## config.mk

```make
export PLATFORM = sky130hd
export DESIGN_NAME = dual_thread_allocator
export DESIGN_NICKNAME = d
export VERILOG_FILES = /design/src/rtl/dta_pkg.sv /design/src/rtl/pool_ledger.sv /design/src/rtl/thread_picker.sv /design/src/rtl/dual_thread_allocator.sv
export SDC_FILE = /design/constraint.sdc
export NUM_CORES = 1
export LEC_CHECK = 0
export BUFFER_PORTS_ARGS = -buffer_cell sky130_fd_sc_hd__buf_4
export CAP_MARGIN = 20
export CORE_UTILIZATION = 50
export CTS_CLUSTER_DIAMETER = 60
export CTS_CLUSTER_SIZE = 40
export DETAILED_ROUTE_END_ITERATION = 7
export PLACE_DENSITY_LB_ADDON = 0.3
export SLEW_MARGIN = 10
export SYNTH_ARGS = -nofsm -noshare
export SYNTH_HDL_FRONTEND = slang
export SYNTH_HIERARCHICAL = 1
export SYNTH_SLANG_ARGS = --single-unit
```

## constraint.sdc

```tcl
create_clock -name clk -period 11.16 [get_ports clk]
set_clock_uncertainty 0.1 [all_clocks]
set_input_delay 0 -clock clk [delete_from_list [all_inputs] [get_ports clk]]
set_output_delay 0 -clock clk [all_outputs]
set_load 0.05 [all_outputs]
```

## src/rtl/dta_pkg.sv

```systemverilog
// Package: shared constants for the two-thread buffer allocator.
// Assumes exactly two threads and three buffer kinds in a fixed bit order.
package dta_pkg;
    localparam int NTHR     = 2;
    localparam int NBUF     = 3;
    localparam int BUF_ROB  = 0;
    localparam int BUF_LD   = 1;
    localparam int BUF_ST   = 2;
endpackage

```

## src/rtl/pool_ledger.sv

```systemverilog
// Module: pool_ledger
// Tracks how many entries of one buffer each thread holds, tells whether each
// thread may take one more entry under the current mode, and keeps the rolling
// allocation index. Assumes at most one take per cycle and that a free pulse
// never arrives for a thread holding no entry. DEPTH must be at least 2.
module pool_ledger #(
    parameter int DEPTH = 24
) (
    input  logic                       clk,
    input  logic                       rst_n,
    input  logic                       single_mode,
    input  logic                       take,
    input  logic                       take_tid,
    input  logic [1:0]                 free_t,
    output logic [1:0]                 fits,
    output logic [$clog2(DEPTH)-1:0]   idx
);
    localparam int CW   = $clog2(DEPTH + 1);
    localparam int IW   = $clog2(DEPTH);
    localparam int HALF = DEPTH / 2;
    localparam logic [CW-1:0] LIM_FULL = CW'(DEPTH);
    localparam logic [CW-1:0] LIM_HALF = CW'(HALF);
    localparam logic [CW:0]   TOTAL_V  = (CW+1)'(DEPTH);
    localparam logic [IW-1:0] PTR_LAST = IW'(DEPTH - 1);

    logic [CW-1:0] occ [2];
    logic [CW:0]   total;
    logic [CW-1:0] lim;
    logic [IW-1:0] ptr;

    // Combined occupancy and per-thread cap for the current mode.
    always_comb begin
        total = {1'b0, occ[0]} + {1'b0, occ[1]};
        lim   = single_mode ? LIM_FULL : LIM_HALF;
    end

    genvar t;
    generate
        for (t = 0; t < 2; t++) begin : g_thr
            logic inc;
            assign inc     = take && (take_tid == 1'(t));
            assign fits[t] = (occ[t] < lim) && (total < TOTAL_V);

            // Occupancy counter: net of one take and one free per cycle.
            always_ff @(posedge clk) begin
                if (!rst_n) occ[t] <= '0;
                else        occ[t] <= occ[t] + CW'(inc) - CW'(free_t[t]);
            end

            // A free must have something to return.
            p_free_held_r8: assert property (@(posedge clk) disable iff (!rst_n)
                free_t[t] |-> (occ[t] != '0));
        end
    endgenerate

    // Rolling allocation index, advanced by each take of this buffer.
    always_ff @(posedge clk) begin
        if (!rst_n)    ptr <= '0;
        else if (take) ptr <= (ptr == PTR_LAST) ? '0 : ptr + IW'(1);
    end

    assign idx = ptr;

    // a take only happens for a thread that has room.
    p_take_fits_r2: assert property (@(posedge clk) disable iff (!rst_n)
        take |-> fits[take_tid]);
    // in multi-task mode a taking thread is under half.
    p_mt_half_r6: assert property (@(posedge clk) disable iff (!rst_n)
        (take && !single_mode) |-> (occ[take_tid] < LIM_HALF));
    // the buffer never holds more than its depth.
    p_no_overflow_r7: assert property (@(posedge clk) disable iff (!rst_n)
        total <= TOTAL_V);
endmodule

```

## src/rtl/thread_picker.sv

```systemverilog
// Module: thread_picker
// Chooses which eligible thread is served this cycle. With both eligible it
// serves the one not served at the last grant; with one eligible it serves it.
// Assumes eligibility already folds in stall, halt and buffer room.
module thread_picker (
    input  logic       clk,
    input  logic       rst_n,
    input  logic [1:0] elig,
    output logic       grant_valid,
    output logic       grant_tid,
    output logic [1:0] pop
);
    logic turn;
    logic past_ok;

    // Selection: turn decides ties, otherwise the only eligible thread wins.
    always_comb begin
        grant_valid = |elig;
        grant_tid   = (elig == 2'b11) ? turn : elig[1];
        pop         = grant_valid ? (grant_tid ? 2'b10 : 2'b01) : 2'b00;
    end

    // Turn hand-off: after any grant, priority passes to the other thread.
    always_ff @(posedge clk) begin
        if (!rst_n)           turn <= 1'b0;
        else if (grant_valid) turn <= ~grant_tid;
    end

    // Marks cycles whose previous cycle was out of reset.
    always_ff @(posedge clk) begin
        if (!rst_n) past_ok <= 1'b0;
        else        past_ok <= 1'b1;
    end

    // never two pops.
    p_pop_onehot_r3: assert property (@(posedge clk) disable iff (!rst_n)
        $onehot0(pop));
    // with both eligible, the grant differs from the last one.
    p_alternate_r4: assert property (@(posedge clk) disable iff (!rst_n)
        (past_ok && elig == 2'b11 && $past(grant_valid)) |-> (grant_tid != $past(grant_tid)));
    // an eligible thread never waits on an empty cycle.
    p_serve_eligible_r5: assert property (@(posedge clk) disable iff (!rst_n)
        (elig != 2'b00) |-> (pop != 2'b00));
endmodule

```

## src/rtl/dual_thread_allocator.sv

```systemverilog
// Module: dual_thread_allocator
// Grants reorder, load and store entries to the head micro-op of one of two
// thread queues per cycle. Multi-task mode caps each thread at half of every
// buffer; single-task mode (exactly one thread halted) lifts the cap.
// Assumes frees never exceed what a thread holds.
module dual_thread_allocator
    import dta_pkg::*;
#(
    parameter int ROB_ENTRIES = 126,
    parameter int LD_ENTRIES  = 48,
    parameter int ST_ENTRIES  = 24
) (
    input  logic                             clk,
    input  logic                             rst_n,
    input  logic [1:0]                       q_valid,
    input  logic [2:0]                       t0_need,
    input  logic [2:0]                       t1_need,
    input  logic [1:0]                       stall,
    input  logic [1:0]                       halt,
    input  logic [2:0]                       t0_free,
    input  logic [2:0]                       t1_free,
    output logic                             grant_valid,
    output logic                             grant_tid,
    output logic [1:0]                       pop,
    output logic [$clog2(ROB_ENTRIES)-1:0]   rob_idx,
    output logic [$clog2(LD_ENTRIES)-1:0]    ld_idx,
    output logic [$clog2(ST_ENTRIES)-1:0]    st_idx
);
    logic       single_mode;
    logic [1:0] fits_all [NBUF];
    logic [1:0] buf_ok;
    logic [1:0] elig;
    logic [2:0] grant_need;

    assign single_mode = halt[0] ^ halt[1];

    // Eligibility: queued, running, and room in every needed buffer.
    always_comb begin
        for (int t = 0; t < NTHR; t++) begin
            buf_ok[t] = 1'b1;
            for (int b = 0; b < NBUF; b++) begin
                if ((t == 0 ? t0_need[b] : t1_need[b]) && !fits_all[b][t])
                    buf_ok[t] = 1'b0;
            end
            elig[t] = q_valid[t] && !stall[t] && !halt[t] && buf_ok[t];
        end
    end

    thread_picker i_picker (
        .clk         (clk),
        .rst_n       (rst_n),
        .elig        (elig),
        .grant_valid (grant_valid),
        .grant_tid   (grant_tid),
        .pop         (pop)
    );

    assign grant_need = grant_tid ? t1_need : t0_need;

    genvar b;
    generate
        for (b = 0; b < NBUF; b++) begin : g_buf
            localparam int D  = (b == BUF_ROB) ? ROB_ENTRIES :
                                (b == BUF_LD)  ? LD_ENTRIES  : ST_ENTRIES;
            localparam int IW = $clog2(D);
            logic [IW-1:0] idx_b;

            pool_ledger #(.DEPTH(D)) i_ledger (
                .clk         (clk),
                .rst_n       (rst_n),
                .single_mode (single_mode),
                .take        (grant_valid && grant_need[b]),
                .take_tid    (grant_tid),
                .free_t      ({t1_free[b], t0_free[b]}),
                .fits        (fits_all[b]),
                .idx         (idx_b)
            );

            if (b == BUF_ROB)     begin : g_rob assign rob_idx = idx_b; end
            else if (b == BUF_LD) begin : g_ld  assign ld_idx  = idx_b; end
            else                  begin : g_st  assign st_idx  = idx_b; end
        end
    endgenerate

    // a stalled or halted thread is never granted.
    p_no_blocked_grant_r5: assert property (@(posedge clk) disable iff (!rst_n)
        grant_valid |-> (!stall[grant_tid] && !halt[grant_tid]));
    // a grant always pops the queue it served.
    p_pop_matches_r3: assert property (@(posedge clk) disable iff (!rst_n)
        grant_valid |-> (pop == (grant_tid ? 2'b10 : 2'b01)));
endmodule

```

==> results.cfg <==
[synth]
synthTopCellsByArea = dfxtp_1 (27%), ha_1 (20%), inv_1 (5.4%)
synth_fp_nets = 569
async_reset_ff_frac = 0
synth_seq_cells = 55
avgSynthCellArea_sq_um = 8.71
synth-edff-count = 0
ys_top_cells_by_count = ha_1 (65), inv_1 (60), dfxtp_1 (55)
syn_inst = 477
synth_seq_area_share = 0.265
synthFlopType = dfxtp_1
synth_top_area_frac = 0.265
syn_area_sq_um = 4150
yosys.area.top_type = dfxtp_1
yosysWarningCount = 6
ys_types = 58
yosysMostFrequentCell = ha_1

[pwr]
power_density_nw_per_um2 = 230
finalPower_mw = 1.08
p_leak_nw = 2.17
irDropWorstVdd_uv = 84.4

[timing]
rsz0062_at_grt = false
report.final.slew_viol_count = 0
relSlewSlack = 0.594
fmax_ghz = 0.186
whs_ns = 0.0336
hold_viol = 0
setup_ws_ns = 5.78
worst_pin_slew_ns = 0.607
fin_crit_sh = 0.482
setup_viol = 0
fin_tns_setup_ns = 0
fin_crit_ns = 5.38

[global_routing]
grt_usage = 0.207
grt_pass1_wl_mm = 14.4
grt_max_degree = 60
antenna_found_initial = 0
grt-ovfl-total = 0
grt_pass1_vias = 3260

[detailed_routing]
detail_route.wl_per_cell_um = 13.5
drtIter0Drc = 67
viasPerCell = 5.41
drc = 0
firstDrtPassIters = 4
antenna_left = 0
vias = 3362
wl_mm = 8.39

[worst_setup_path]
crit_fanout = 10
cp.required_ns = 11.27
reg2reg_slack_ns = 5.78
crit_type = reg -> reg
r2r_start = g_buf[0].i_ledger/occ[0][0]
cp-end-kind = flop
arrival_ns = 5.48
reg2reg_depth = 23
critPathLaunchType = flop
reg2reg_to = g_buf[0].i_ledger/occ[0][6]

[min_path]
holdCritPathClass = in -> reg
hold_depth = 5
hold-path-endpoint = i_picker/turn
hold_start = stall[0]

[placement]
place_hpwl_mm = 6.47
dpl_cell_area_sq_um = 4560
port_buffers = 41
dp_slack_ns = 5.81
gp_congestion = 0.886

[job]
drv_cap = 0

[cts]
clk_pin_slew_worst_paths_ns = 0.10
cts_tree = done
postCtsHoldBufs = 1
post-cts-setup-buffer-count = 0
clock_path_buffers = 2
cts_resized = 0
cts_root_buffer = clkbuf_8
numCtsBuffers = 5
clk_latency_ns = 0.32
htree_num_levels = 2
cts.sinks = 55

[floorplanning]
die_x_um = 93.1
die_area_sq_um = 8670
rows = 32
core_sq_um = 7890
initial_core_util = 0.526
fp.dieH_um = 93.1
boundaryPins = 42

[finish]
layout-drive-gt1-share = 0.114
multi_input_area_sq_um = 2800
n_antenna_cell = 0
layout.area.seq_sq_um = 1100
fin_nets = 610
design_area_sq_um = 4670
nFillCells = 686
area_growth_pct = 12.4

[outcome]
outcome = completed
critical path, cell delays in order, from the launching register on:
cell       delay, ns
dfxtp_1         0.32
inv_1           0.10
nor2_1          0.07
fa_1            0.44
a21o_1          0.19
a211oi_1        0.22
nor4_1          0.08
nor4bb_2        0.18
nor4_1          0.27
inv_1           0.08
a2111oi_2       0.56
nand2b_4        0.09
and2_1          0.31
mux2i_1         0.18
nor2b_1         0.50
nor2b_1         0.21
ha_1            0.18
inv_1           0.06
fa_1            0.39
nor2b_1         0.20
o21ai_2         0.08
a21oi_1         0.23
or4_1           0.16
nand3_1         0.07
cells by family (layout without fill, tap and decap cells):
kind of cell | count (synthesis) | in the layout | synth area share
AND/OR/NAND/NOR | 170 | 170 | 0.236
XOR/XNOR | 31 | 31 | 0.0654
AO/OA/AOI/OAI | 75 | 75 | 0.128
flip-flops | 55 | 55 | 0.265
buffers and inverters | 68 | 110 | 0.0618
adder cells (fa/ha/maj) | 72 | 72 | 0.230
multiplexers | 6 | 6 | 0.0145
metal layers:
metal | wire length [um] | part of all wire | GRT usage
met5 | 0 | 0 | 0
met2 | 4010 | 0.48 | 0.369
met3 | 369 | 0.044 | 0.0407
met1 | 3930 | 0.47 | 0.256
met4 | 77 | 0.0092 | 0.0462
how the worst max path moves through the flow:
stage | from | endpoint | slack (ns) | depth (start not counted)
after floorplan | g_buf[0].i_ledger/occ[0][1] | g_buf[0].i_ledger/occ[0][6] | 6.16 | 21
after global placement | g_buf[0].i_ledger/occ[0][1] | g_buf[0].i_ledger/occ[1][6] | 6.08 | 21
after detailed placement | g_buf[0].i_ledger/occ[0][0] | g_buf[0].i_ledger/occ[0][6] | 5.81 | 23
after CTS | g_buf[0].i_ledger/occ[0][0] | g_buf[0].i_ledger/occ[0][6] | 5.78 | 23
after global routing | g_buf[0].i_ledger/occ[1][0] | g_buf[0].i_ledger/occ[1][6] | 5.24 | 23
final | g_buf[0].i_ledger/occ[0][0] | g_buf[0].i_ledger/occ[0][6] | 5.78 | 23
cell usage in the layout, fill, tap and decap left out, types with 2 or more instances in the layout:
cell type / Yosys / routed
a2111oi_2: 2 / 2
a211o_1: 3 / 3
a211oi_1: 3 / 3
a21boi_1: 2 / 2
a21o_1: 12 / 12
a21oi_1: 17 / 17
a31oi_1: 8 / 8
and2_1: 22 / 22
and3_1: 2 / 2
and3b_1: 2 / 2
buf_4: 0 / 41
clkbuf_8: 0 / 6
dfxtp_1: 55 / 55
fa_1: 7 / 7
ha_1: 65 / 65
inv_1: 60 / 60
mux2i_1: 6 / 6
nand2_1: 19 / 19
nand2b_1: 5 / 5
nand3_1: 13 / 13
nand3b_1: 2 / 2
nand4_1: 10 / 10
nor2_1: 30 / 30
nor2b_1: 23 / 23
nor3_1: 12 / 12
nor3b_1: 6 / 6
nor4_1: 3 / 3
nor4b_1: 3 / 3
o2111ai_1: 2 / 2
o211a_1: 2 / 2
o21ai_0: 8 / 8
o21ai_1: 2 / 2
o311ai_0: 2 / 2
or3_1: 4 / 4
or3b_1: 2 / 2
or4_1: 4 / 4
xnor2_1: 14 / 14
xor2_1: 17 / 17
power by group:
group / leakage, nW / switching [mW] / total, mW / internal, mW
registers: 0.454 / 0.0610 / 0.312 / 0.251
logic: 1.67 / 0.342 / 0.638 / 0.296
clock network: 0.0533 / 0.0739 / 0.126 / 0.0525
total: 2.17 / 0.477 / 1.08 / 0.599
sequential cells by signal, indices dropped and copies added, names as in the netlist:
register,cells
g_buf.i_ledger/idx,18
g_buf.i_ledger/occ,36
i_picker/turn,1
through the flow:
| step | cells | utilization |
|---|---|---|
| final | 621 | 0.592 |
| after global routing | 621 | 0.592 |
| after floorplan | 477 | - |
| after detailed placement | 612 | 0.578 |
| after CTS | 621 | 0.592 |
| after global placement | 612 | 0.578 |
layout make-up:
type,count,area share
Multi-Input combinational cell,354,0.599
Sequential cell,55,0.236
Timing Repair Buffer,42,0.0681
Inverter,60,0.0482
Tap cell,102,0.0273
Clock buffer,6,0.0177
Clock inverter,2,0.00429
No activity file was read; power rests on OpenSTA's default activity.
